`config.mk`:
```
export PLATFORM = sky130hd
export DESIGN_NAME = dbg_trig_unit
export DESIGN_NICKNAME = d
export VERILOG_FILES = /design/src/rtl/dbg_trig_pkg.sv /design/src/rtl/dbg_trig_mode_dec.sv /design/src/rtl/dbg_trig_icount.sv /design/src/rtl/dbg_trig_cause.sv /design/src/rtl/dbg_trig_unit.sv
export SDC_FILE = /design/constraint.sdc
export NUM_CORES = 1
export LEC_CHECK = 0
export ABC_AREA = 1
export BUFFER_PORTS_ARGS = -buffer_cell sky130_fd_sc_hd__buf_2
export CAP_MARGIN = 20
export CORE_MARGIN = 2
export CORE_UTILIZATION = 45
export DETAILED_ROUTE_END_ITERATION = 10
export GPL_ROUTABILITY_DRIVEN = 0
export HOLD_SLACK_MARGIN = 0.05
export PLACE_DENSITY = 0.68
export SYNTH_ARGS = -nofsm -noshare
export SYNTH_HDL_FRONTEND = slang
export SYNTH_SLANG_ARGS = --single-unit
```
`constraint.sdc`:
```
create_clock -name clk -period 2 [get_ports clk]
set_input_delay 0.2 -clock clk [delete_from_list [all_inputs] [get_ports clk]]
set_output_delay 0.2 -clock clk [all_outputs]
set_load 0.02 [all_outputs]
```
`src/rtl/dbg_trig_pkg.sv`:
```
package dbg_trig_pkg;
  localparam int NUM_MODES = 5;
  localparam int NUM_TRIG  = 3;

  // privilege mode codes on priv_i
  localparam logic [2:0] PRIV_U  = 3'd0;
  localparam logic [2:0] PRIV_S  = 3'd1;
  localparam logic [2:0] PRIV_M  = 3'd3;
  localparam logic [2:0] PRIV_VU = 3'd4;
  localparam logic [2:0] PRIV_VS = 3'd5;

  // positions in the mode-enable vector
  localparam int EN_M  = 0;
  localparam int EN_S  = 1;
  localparam int EN_U  = 2;
  localparam int EN_VS = 3;
  localparam int EN_VU = 4;

  typedef enum logic [1:0] {
    SEL_NONE  = 2'd0,
    SEL_COUNT = 2'd1,
    SEL_IRQ   = 2'd2,
    SEL_EXC   = 2'd3
  } trig_sel_e;

  localparam int HIT_COUNT = 0;
  localparam int HIT_IRQ   = 1;
  localparam int HIT_EXC   = 2;
endpackage

```
`src/rtl/dbg_trig_mode_dec.sv`:
```
module dbg_trig_mode_dec
  import dbg_trig_pkg::*;
(
  input  logic [2:0]           priv_i,
  output logic [NUM_MODES-1:0] mode_oh_o
);
  always_comb begin
    mode_oh_o = '0;
    case (priv_i)
      PRIV_M:  mode_oh_o[EN_M]  = 1'b1;
      PRIV_S:  mode_oh_o[EN_S]  = 1'b1;
      PRIV_U:  mode_oh_o[EN_U]  = 1'b1;
      PRIV_VS: mode_oh_o[EN_VS] = 1'b1;
      PRIV_VU: mode_oh_o[EN_VU] = 1'b1;
      default: mode_oh_o = '0;
    endcase
  end
endmodule

```
`src/rtl/dbg_trig_icount.sv`:
```
module dbg_trig_icount
  import dbg_trig_pkg::*;
#(
  parameter int CNT_W = 14
) (
  input  logic                 clk,
  input  logic                 rst,
  input  logic                 wr_i,
  input  logic                 clr_i,
  input  logic [NUM_MODES-1:0] wr_modes_i,
  input  logic                 wr_pend_i,
  input  logic [CNT_W-1:0]     wr_count_i,
  input  logic                 retire_i,
  input  logic [NUM_MODES-1:0] mode_oh_i,
  input  logic                 dbg_i,
  output logic                 fire_o
);
  localparam logic [CNT_W-1:0] ONE = CNT_W'(1);

  logic [NUM_MODES-1:0] modes_q;
  logic [CNT_W-1:0]     count_q;
  logic                 pend_q;
  logic                 counted;

  assign counted = retire_i && !dbg_i && |(modes_q & mode_oh_i) && (count_q != '0);
  assign fire_o  = !dbg_i && (pend_q || (counted && count_q == ONE));

  always_ff @(posedge clk) begin
    if (rst) begin
      modes_q <= '0;
      count_q <= '0;
      pend_q  <= 1'b0;
    end else if (wr_i) begin
      modes_q <= clr_i ? '0 : wr_modes_i;
      count_q <= clr_i ? '0 : wr_count_i;
      pend_q  <= clr_i ? 1'b0 : wr_pend_i;
    end else if (counted) begin
      count_q <= count_q - ONE;
      if (count_q == ONE) pend_q <= 1'b1;
    end
  end
endmodule

```
`src/rtl/dbg_trig_cause.sv`:
```
module dbg_trig_cause
  import dbg_trig_pkg::*;
#(
  parameter int CAUSE_W = 5,
  parameter bit HAS_NMI = 1'b0
) (
  input  logic                    clk,
  input  logic                    rst,
  input  logic                    wr_i,
  input  logic                    clr_i,
  input  logic [NUM_MODES-1:0]    wr_modes_i,
  input  logic [(1<<CAUSE_W)-1:0] wr_mask_i,
  input  logic                    wr_nmi_i,
  input  logic                    ev_i,
  input  logic                    ev_nmi_i,
  input  logic [CAUSE_W-1:0]      cause_i,
  input  logic [NUM_MODES-1:0]    mode_oh_i,
  input  logic                    dbg_i,
  output logic                    fire_o
);
  localparam int MASK_W = 1 << CAUSE_W;

  logic [NUM_MODES-1:0] modes_q;
  logic [MASK_W-1:0]    mask_q;
  logic                 match;

  always_ff @(posedge clk) begin
    if (rst) begin
      modes_q <= '0;
      mask_q  <= '0;
    end else if (wr_i) begin
      modes_q <= clr_i ? '0 : wr_modes_i;
      mask_q  <= clr_i ? '0 : wr_mask_i;
    end
  end

  generate
    if (HAS_NMI) begin : g_nmi
      logic nmi_q;
      always_ff @(posedge clk) begin
        if (rst)       nmi_q <= 1'b0;
        else if (wr_i) nmi_q <= clr_i ? 1'b0 : wr_nmi_i;
      end
      assign match = ev_nmi_i ? nmi_q : mask_q[cause_i];
    end else begin : g_plain
      logic unused_nmi;
      assign unused_nmi = wr_nmi_i ^ ev_nmi_i;
      assign match      = mask_q[cause_i];
    end
  endgenerate

  assign fire_o = ev_i && !dbg_i && |(modes_q & mode_oh_i) && match;
endmodule

```
`src/rtl/dbg_trig_unit.sv`:
```
module dbg_trig_unit
  import dbg_trig_pkg::*;
#(
  parameter int CAUSE_W = 5,
  parameter int CNT_W   = 14
) (
  input  logic                    clk,
  input  logic                    rst,
  input  logic                    cfg_we_i,
  input  logic [1:0]              cfg_sel_i,
  input  logic                    cfg_clear_i,
  input  logic [4:0]              cfg_modes_i,
  input  logic                    cfg_nmi_i,
  input  logic                    cfg_pending_i,
  input  logic [(1<<CAUSE_W)-1:0] cfg_data_i,
  input  logic                    retire_i,
  input  logic                    irq_taken_i,
  input  logic                    irq_nmi_i,
  input  logic                    exc_taken_i,
  input  logic [CAUSE_W-1:0]      cause_i,
  input  logic [2:0]              priv_i,
  input  logic                    debug_mode_i,
  output logic                    halt_req_o,
  output logic [2:0]              hit_o
);
  localparam int MASK_W = 1 << CAUSE_W;

  logic [NUM_MODES-1:0] mode_oh;
  logic [NUM_TRIG-1:0]  fire;
  logic [NUM_TRIG-1:0]  hit_q;
  logic                 halt_q;
  logic                 wr_cnt, wr_irq, wr_exc;

  assign wr_cnt = cfg_we_i && (cfg_sel_i == SEL_COUNT);
  assign wr_irq = cfg_we_i && (cfg_sel_i == SEL_IRQ);
  assign wr_exc = cfg_we_i && (cfg_sel_i == SEL_EXC);

  dbg_trig_mode_dec u_mode (
    .priv_i    (priv_i),
    .mode_oh_o (mode_oh)
  );

  dbg_trig_icount #(.CNT_W(CNT_W)) u_count (
    .clk        (clk),
    .rst        (rst),
    .wr_i       (wr_cnt),
    .clr_i      (cfg_clear_i),
    .wr_modes_i (cfg_modes_i),
    .wr_pend_i  (cfg_pending_i),
    .wr_count_i (cfg_data_i[CNT_W-1:0]),
    .retire_i   (retire_i),
    .mode_oh_i  (mode_oh),
    .dbg_i      (debug_mode_i),
    .fire_o     (fire[HIT_COUNT])
  );

  dbg_trig_cause #(.CAUSE_W(CAUSE_W), .HAS_NMI(1'b1)) u_irq (
    .clk        (clk),
    .rst        (rst),
    .wr_i       (wr_irq),
    .clr_i      (cfg_clear_i),
    .wr_modes_i (cfg_modes_i),
    .wr_mask_i  (cfg_data_i[MASK_W-1:0]),
    .wr_nmi_i   (cfg_nmi_i),
    .ev_i       (irq_taken_i),
    .ev_nmi_i   (irq_nmi_i),
    .cause_i    (cause_i),
    .mode_oh_i  (mode_oh),
    .dbg_i      (debug_mode_i),
    .fire_o     (fire[HIT_IRQ])
  );

  dbg_trig_cause #(.CAUSE_W(CAUSE_W), .HAS_NMI(1'b0)) u_exc (
    .clk        (clk),
    .rst        (rst),
    .wr_i       (wr_exc),
    .clr_i      (cfg_clear_i),
    .wr_modes_i (cfg_modes_i),
    .wr_mask_i  (cfg_data_i[MASK_W-1:0]),
    .wr_nmi_i   (1'b0),
    .ev_i       (exc_taken_i),
    .ev_nmi_i   (1'b0),
    .cause_i    (cause_i),
    .mode_oh_i  (mode_oh),
    .dbg_i      (debug_mode_i),
    .fire_o     (fire[HIT_EXC])
  );

  always_ff @(posedge clk) begin
    if (rst) begin
      hit_q  <= '0;
      halt_q <= 1'b0;
    end else begin
      hit_q  <= fire;
      halt_q <= |fire;
    end
  end

  assign hit_o      = hit_q;
  assign halt_req_o = halt_q;
endmodule

```
# After elaboration in Yosys (flattened, before gate mapping)
# Cells that the tools add are included.
[classes]
magnitude_cmp = 1
n_shift = 0
mul = 0
n_addsub = 1
bitwise = 3
mux = 20
reduce_logical = 25
div = 0
n_eq_ne = 8
[ops]
columns = ["operator", "count"]
rows = [
  ["$mux W14", 3],
  ["$mux W32", 1],
  ["$and A5 B5 Y5", 3],
  ["$reduce_or A5 Y1", 3],
  ["$eq A14 B1 Y1 const B", 1],
  ["$logic_and A1 B1 Y1", 14],
  ["$reduce_bool A14 Y1", 1],
  ["$sub A14 B1 Y14 const B", 1],
  ["$mux W1", 13],
  ["$bmux W1 S5", 2],
  ["$eq A3 B3 Y1 const B", 2],
  ["$lt A5 B6 Y1 const B", 1],
  ["$mux W5", 1],
  ["$eq A2 B2 Y1 const B", 2],
  ["$reduce_bool A2 Y1", 2],
  ["$eq A3 B1 Y1 const B", 1],
  ["$eq A3 B2 Y1 const B", 1],
  ["$logic_not A3 Y1", 1],
  ["$reduce_or A3 Y1", 1],
  ["$eq A2 B1 Y1 const B", 1],
  ["$reduce_and A2 Y1", 1],
  ["$logic_not A1 Y1", 1],
  ["$logic_or A1 B1 Y1", 1],
]
[totals]
romBits = 0
latchBits = 0
regBits = 99
elab_cells = 68
in_bits = 58
out_inout_bits = 4
memories = 0
ramBits = 0

# Longest topological paths before layout
# Gate-level depths: netlist (run 1).
[logic_depth]
depth_word = 10
depth_mapped = 12
mapped_depth_nobuf = 11

# By module
# A second synthesis (run 1) with hierarchy kept.
[hier_totals]
hier_cells = 802
hier_area_um2 = 5207.5
[by_module_without_submodules]
columns = ["module", "cells_each", "area_per_inst_um2", "seq_area_each_um2", "instances"]
rows = [
  ["dbg_trig_cause at u_irq", 282, 1879.3, 760.7, 1],
  ["dbg_trig_cause at u_exc", 270, 1803.0, 740.7, 1],
  ["dbg_trig_icount", 220, 1333.8, 400.4, 1],
  ["dbg_trig_unit", 19, 150.1, 80.1, 1],
  ["dbg_trig_mode_dec", 11, 41.3, 0.0, 1],
]

# Least setup slack after synthesis (run 1)
# Ideal clock, no wire load.
[synth_timing]
path_type = "flip-flop to flip-flop"
from = "register u_count.count_q[0]"
to = "register u_count.count_q[13]"
path_stages_with_launch = 12
path_slack_ps = 546
n_path_buf = 1
required_ps = 1885
synth_period_minus_slack_ps = 1454
t_arrival_ps = 1339
setup_time_ps = 115
cell_sequence = "dfxtp_1 inv_1 ha_1 nand2_1 nor2_1 a21oi_1 nand2_2 nand2_4 buf_6 nand2_1 a21oi_2 nor2_1"
[synth_between]
elab_chain_len = 3
elab_cells_between_ends = 6
classes_between = "add/sub (1); mux (2); reduce/logical (3)"
[synth_lines]
columns = ["element", "line_no", "rtl"]
rows = [
  ["start, declared", "dbg_trig_icount.sv:21", "logic [CNT_W-1:0] count_q;"],
  ["start signal, assigned", "dbg_trig_icount.sv:35", "count_q <= clr_i ? '0 : wr_count_i;"],
  ["start signal, assigned", "dbg_trig_icount.sv:38", "count_q <= count_q - ONE;"],
  ["$sub A14 B1 Y14 or $reduce_bool A14 Y1 (tied branches)", "dbg_trig_icount.sv:38, dbg_trig_icount.sv:25", ""],
  ["$mux W14 or $logic_and A1 B1 Y1 (tied branches)", "dbg_trig_icount.sv:37, dbg_trig_icount.sv:25", ""],
  ["$mux W14 or $reduce_bool A2 Y1 (tied branches)", "-", ""],
]
# Parallel ways exist; a longest one is shown, timed or not. The select of a mux whose other input is x is not followed.
# A chain may end at the register's enable or synchronous reset.

# Worst setup path after layout (run 1)
[layout_timing]
from = "register u_count.count_q[0]"
to = "register u_count.count_q[12]"
# Same word-level chain as after synthesis.

==> flow_summary.ini, run 1 <==
[timing]
rsz0062_at_grt = no
setup_tns_ns = 0
fin_crit_ns = 1.700
fin_worst_skew_ns = 0.008495
worst_slew_pin_slew_ns = 0.8915
slew_headroom_pct = 40.50
drv_slew = 0
min_period_over_period_pct = 85.00
fmax_mhz = 588.2
setup_ws_ns = 0.3000
final_hold_viol_count = 0
setup_viol = 0

[clock_network]
cts_buffers = 9
clk_pin_slew_worst_paths_ns = 0.09
clock_path_buffers = 2
clock_latency_ns = 0.37
cts_repair_resize_count = 0
tritoncts = yes
h-tree-depth = 3
clockRootBuffer = clkbuf_8
cts.sink_count = 99
holdBufCountCts = 0
post_cts_buffers = 0

[global_route]
grt_pass1_vias = 4493
grt_max_degree = 74
antenna_found_initial = 0
grt_pass1_wl_um = 21740
track_usage_pct = 23.16
grt.overflow.total = 0

[layout]
num-fill-cells = 1125
stdcell_area_um2 = 5480
antennaDiodeCount = 0
area_delta_synth_final_pct = 11.71
ff_latch_area_um2 = 1982
multi_input_area_um2 = 2434
fin_nets = 841
drive_gt1_share_pct = 13.38
mostFrequentLayoutCells = nand2_1 (138), nor2_1 (118), dfxtp_1 (99), o21ai_0 (82), inv_1 (70)
final_common_cell = nand2_1

[routing]
dr.pass1.iters = 5
wl_per_cell_um = 14.35
routed_wl_um = 13280
drt_iter0_drc = 452
vias = 4932
postRouteAntennaNets = 0
drc_errors = 0
avgViaCountPerCell = 5.332

[floorplan]
io_pins = 62
core-area_um2 = 10750
die_x_um = 108.4
die_area_um2 = 11750
die_h_um = 108.4
rows = 38
start_util_pct = 45.66

[hold_path]
hold_depth = 3
hold_path_class = input pin to register

[logic_synthesis]
synth_top_area_share_pct = 40.40
yosysTopAreaCell = dfxtp_1
syn_area_per_cell_um2 = 6.621
ys_ff_latch = 99
synth-seq-area-share_pct = 40.40
synth_nets = 802
yosysUniqueCellTypes = 33
synthTopCellsByArea = dfxtp_1 (40%), nand2_1 (11%), nor2_1 (9.0%), o21ai_0 (8.4%), nand3_1 (6.8%)
syn_area_um2 = 4906
syn_inst = 741
yosysWarningCount = 0

[setup_path]
start_kind = register
cpLargestDelayFamily = simple AND/OR/NAND/NOR gates
crit_buf_inv = 2
crit_required_ns = 2.31
crit_type = register to register
crit_chain = inv_1 -> ha_1 -> nand2_1 -> nor2_1 -> inv_1 -> o21ai_0 -> nand3_1 -> o21ai_0 -> nor2_1 -> nor2_1
path_common_cell = nor2_1
cpPeakStageDelay_ns = 0.34
worst-path-stages = 10
cp-end-kind = register
worstPathArrival_ns = 2.01
reg2reg_depth = 10
slowest_stage = dfxtp_1
crit_fanout = 5

[outcome]
status = finished, final reports clean

[power_and_ir_drop]
p_leak_nw = 2.522
powerDensity_nw_per_um2 = 754.0
peakVddDrop_v = 0.0003213
power_mw = 4.132

[placed_design]
place_ws_ns = 0.3376
place_area_um2 = 5279
hpwl_um = 9078
io_buffers = 61

[job]
max-cap-violations = 0
[power by group]
part / switching (mW) / total [mW] / internal [mW]
combinational: 0.433 / 0.677 / 0.243
sequential: 0.0573 / 2.12 / 2.07
clock: 0.714 / 1.33 / 0.618
total: 1.20 / 4.13 / 2.93
[synthesized netlist by cell type (all sizes together)]
cell / number
nand2: 141
a22oi: 2
clkinv: 1
nand4: 7
nor3: 6
and3: 1
o22ai: 1
a21oi: 61
xnor2: 2
a211oi: 5
nand3: 67
o21ai: 96
nor2: 119
a31oi: 2
inv: 77
or2: 2
o211ai: 1
buf: 18
clkbuf: 25
dfxtp: 99
ha: 3
xor2: 5
[final timing paths]
check                     startpoint                   to  slack (ns)
setup reg to reg  u_count.count_q[0]  u_count.count_q[12]        0.30
hold / removal         cfg_pending_i       u_count.pend_q        0.08
setup / recovery  u_count.count_q[0]  u_count.count_q[12]        0.30
hold reg to reg     u_irq.mask_q[13]     u_irq.mask_q[13]        0.46
[sequential cells by signal, indices dropped and copies added (netlist names)]
signal	count
hit_o	3
u_exc.modes_q	5
halt_req_o	1
u_count.count_q	14
u_irq.modes_q	5
u_exc.mask_q	32
u_irq.mask_q	32
u_count.modes_q	5
u_count.pend_q	1
u_irq.g_nmi.nmi_q	1
[worst min-delay path: cells and delay by family]
kind	cells	cell delay [ns]
and+or+nand+nor	1	0.05
buffers and inverters	1	0.10
AOI/OAI and AO/OA	1	0.06
[through the flow]
step	hold slack (ns)	utilization, %	cells
final	0.07951	51.00	925
after global routing	0.09483	51.00	925
after CTS	0.07813	51.00	925
after detailed placement	0.4439	49.13	909
after global placement	0.4392	49.13	909
after floorplan	0.2785	-	741
[cell families (layout without fill, tap and decap cells)]
logic type                 Yosys count  count (layout)  share of synthesized area (%)
and+or+nand+nor                    343             343                          29.69
AOI/OAI and AO/OA                  168             168                          17.78
buffers and inverters              121             165                          10.12
DFF                                 99              99                          40.40
xor gates and xnor gates             7               7                          1.250
adders and majority gates            3               3                         0.7652
[layer usage]
metal,vias to the layer above,wire length (µm),track usage (%)
li1,2470,-,-
met1,2288,6333,32.59
met2,155,5975,36.61
met3,19,675,2.592
met4,0,293,8.333
met5,-,0,0
[area by class of cell]
type / count / share of cell area (%)
flip-flops and latches: 99 / 36.16
multi-input cells: 521 / 44.41
well taps: 140 / 3.196
inverters: 78 / 5.388
clock buffers: 11 / 2.580
repair buffers: 71 / 7.169
clock inverters: 5 / 1.096
No activity file was read; power rests on OpenSTA's default activity.
==> run 2: changes to the inputs <==
--- a/config.mk
+++ b/config.mk
@@ -13,7 +13,7 @@
 export DETAILED_ROUTE_END_ITERATION = 10
 export GPL_ROUTABILITY_DRIVEN = 0
 export HOLD_SLACK_MARGIN = 0.05
-export PLACE_DENSITY = 0.68
+export PLACE_DENSITY = 0.7
 export SYNTH_ARGS = -nofsm -noshare
 export SYNTH_HDL_FRONTEND = slang
 export SYNTH_SLANG_ARGS = --single-unit
==> constraint.sdc (replaced) <==
create_clock -name clk -period 1.5 [get_ports clk]
set_input_delay 0.15 -clock clk [delete_from_list [all_inputs] [get_ports clk]]
set_output_delay 0.15 -clock clk [all_outputs]
set_load 0.02 [all_outputs]
==> run 2 against run 1 <==
  * The run now ends with setup timing left
  * Via count grew 2.5%
  * Non-clock buffer count rose by 31
  * Setup slack got worse by 0.33 ns
  * Critical path depth down 2
  * Power up 36%
  * First-iteration DRC count is 4.4% higher
  * Design area is 7.7% higher
  * Cell count is 3.4% higher
  * Wire length is 4.9% higher
  * Utilization is 3.9 points higher
  * Sequential power rose by 34%
  * Sequential share of layout area decreased by 2.4 points
  * Critical endpoint is now u_count.count_q[6]
  * Largest cell class unchanged
==> flow_summary.ini, run 2 (same netlist as run 1, synthesis figures left out) <==
[layout]
area_delta_synth_final_pct = 20.33
multi_input_area_um2 = 2570
stdcell_area_um2 = 5903
antennaDiodeCount = 0
drive_gt1_share_pct = 21.45
ff_latch_area_um2 = 1993
mostFrequentLayoutCells = nand2_1 (133), nor2_1 (109), dfxtp_1 (90), o21ai_0 (81), inv_1 (66)
fin_nets = 873
num-fill-cells = 1110
reg_top3 = u_exc.mask_q: 32 flops, u_irq.mask_q: 32 flops, u_count.count_q: 14 flops
final_common_cell = nand2_1

[timing]
drv_slew = 0
setup_viol = 5
setup_ws_ns = -0.02839
slew_headroom_pct = 64.09
worst_slew_pin_slew_ns = 0.5378
fmax_mhz = 654.3
rsz0062_at_grt = yes
final_hold_viol_count = 0
fin_crit_ns = 1.528
fin_worst_skew_ns = 0.008180
min_period_over_period_pct = 101.9

[job]
max-cap-violations = 0

[routing]
routed_wl_um = 13930
postRouteAntennaNets = 0
dr.pass1.iters = 5
avgViaCountPerCell = 5.289
wl_per_cell_um = 14.57
drt_iter0_drc = 472
drc_errors = 0
vias = 5056

[hold_path]
min_delay_worst_endpoint = u_exc.mask_q[19]
hold_depth = 3
min_from = cfg_data_i[19]
hold_path_class = input pin to register

[floorplan]
start_util_pct = 45.66
die_x_um = 108.4
io_pins = 62
die_h_um = 108.4
core-area_um2 = 10750
die_area_um2 = 11750
rows = 38

[outcome]
status = complete, but fails checks
violations = setup timing

[power_and_ir_drop]
peakVddDrop_v = 0.0003799
powerDensity_nw_per_um2 = 954.8
p_leak_nw = 2.714
power_mw = 5.637

[global_route]
grt.overflow.total = 0
grt_pass1_vias = 4670
track_usage_pct = 23.74
antenna_found_initial = 0
grt_pass1_wl_um = 22090
grt_max_degree = 74

[setup_path]
cp-end-kind = register
crit_fanout = 8
r2r_slack_ns = -0.03
crit_required_ns = 1.76
r2r-end = u_count.count_q[6]
reg2reg_depth = 8
worstPathArrival_ns = 1.79
crit_type = register to register
start_kind = register
r2r_start = u_count.count_q[12]

[clock_network]
tritoncts = yes
clock_path_buffers = 2
cts.sink_count = 99
cts_buffers = 9
clk_pin_slew_worst_paths_ns = 0.09
clock_latency_ns = 0.37
clockRootBuffer = clkbuf_8
h-tree-depth = 3

[placed_design]
hpwl_um = 9428
io_buffers = 61
place_area_um2 = 5469
-- run 2: worst max path at each step --
stage,slack (ns),cells after the start,start,to
6_report,-0.03,8,u_count.count_q[12],u_count.count_q[6]
5_1_grt,-0.06,8,u_count.count_q[12],u_count.count_q[6]
4_1_cts,0.003,10,u_count.count_q[0],u_count.count_q[7]
3_5_place_dp,-0.03,10,u_count.count_q[1],u_count.count_q[10]
3_3_place_gp,0.02,11,u_count.count_q[1],u_count.count_q[12]
2_1_floorplan,0.05,11,u_count.count_q[0],u_count.count_q[13]
-- run 2: stage by stage --
step | utilization, % | std cells | hold slack [ns] | TNS [ns] | setup slack (ns)
floorplan | - | 741 | 0.2285 | 0 | 0.04628
global placement | 50.90 | 931 | 0.4193 | 0 | 0.01664
detailed placement | 50.90 | 931 | 0.4338 | -0.1619 | -0.02811
CTS | 53.27 | 952 | 0.05085 | 0 | 0.002633
global route | 54.94 | 956 | 0.05798 | -0.4902 | -0.06359
finish | 54.94 | 956 | 0.05709 | -0.07223 | -0.02839
-- run 2: area by class of cell --
| cell class | count | area share, % |
|---|---|---|
| inverters | 78 | 5.129 |
| clock inverters | 6 | 1.102 |
| well taps | 140 | 2.967 |
| clock buffers | 9 | 2.098 |
| flip-flops and latches | 99 | 33.76 |
| repair buffers | 102 | 11.40 |
| multi-input cells | 522 | 43.54 |
-- run 2: report_power, final --
part,total [mW],internal (mW),leakage [nW],switching [mW]
registers,2.84,2.76,0.812,0.0788
clock network,1.72,0.768,0.0959,0.950
logic,1.08,0.423,1.81,0.657
-- run 2: repair_timing --
action	4_1_cts	5_1_grt
endpoints found under the hold margin	8	0
endpoints found under the setup margin	13	17
hold buffers	6	0
pin swaps	0	11
gates resized for setup	3	51
buffers inserted	0	3
gates cloned	0	1
-- run 2: layer usage --
metal | vias up | GRT usage, % | routed length [µm]
met2 | 148 | 39.15 | 6569
li1 | 2537 | - | -
met1 | 2338 | 31.52 | 6343
met5 | - | 0 | 0
met3 | 33 | 2.893 | 671
met4 | 0 | 9.524 | 349
-- run 2: critical path, cell delays in order (launching register included) --
cell	delay, ns
dfxtp_1	0.33
or2_2	0.34
nor2_2	0.11
a21oi_2	0.08
nand2_2	0.11
nand2_4	0.11
buf_12	0.17
o21ai_1	0.13
a21oi_1	0.06
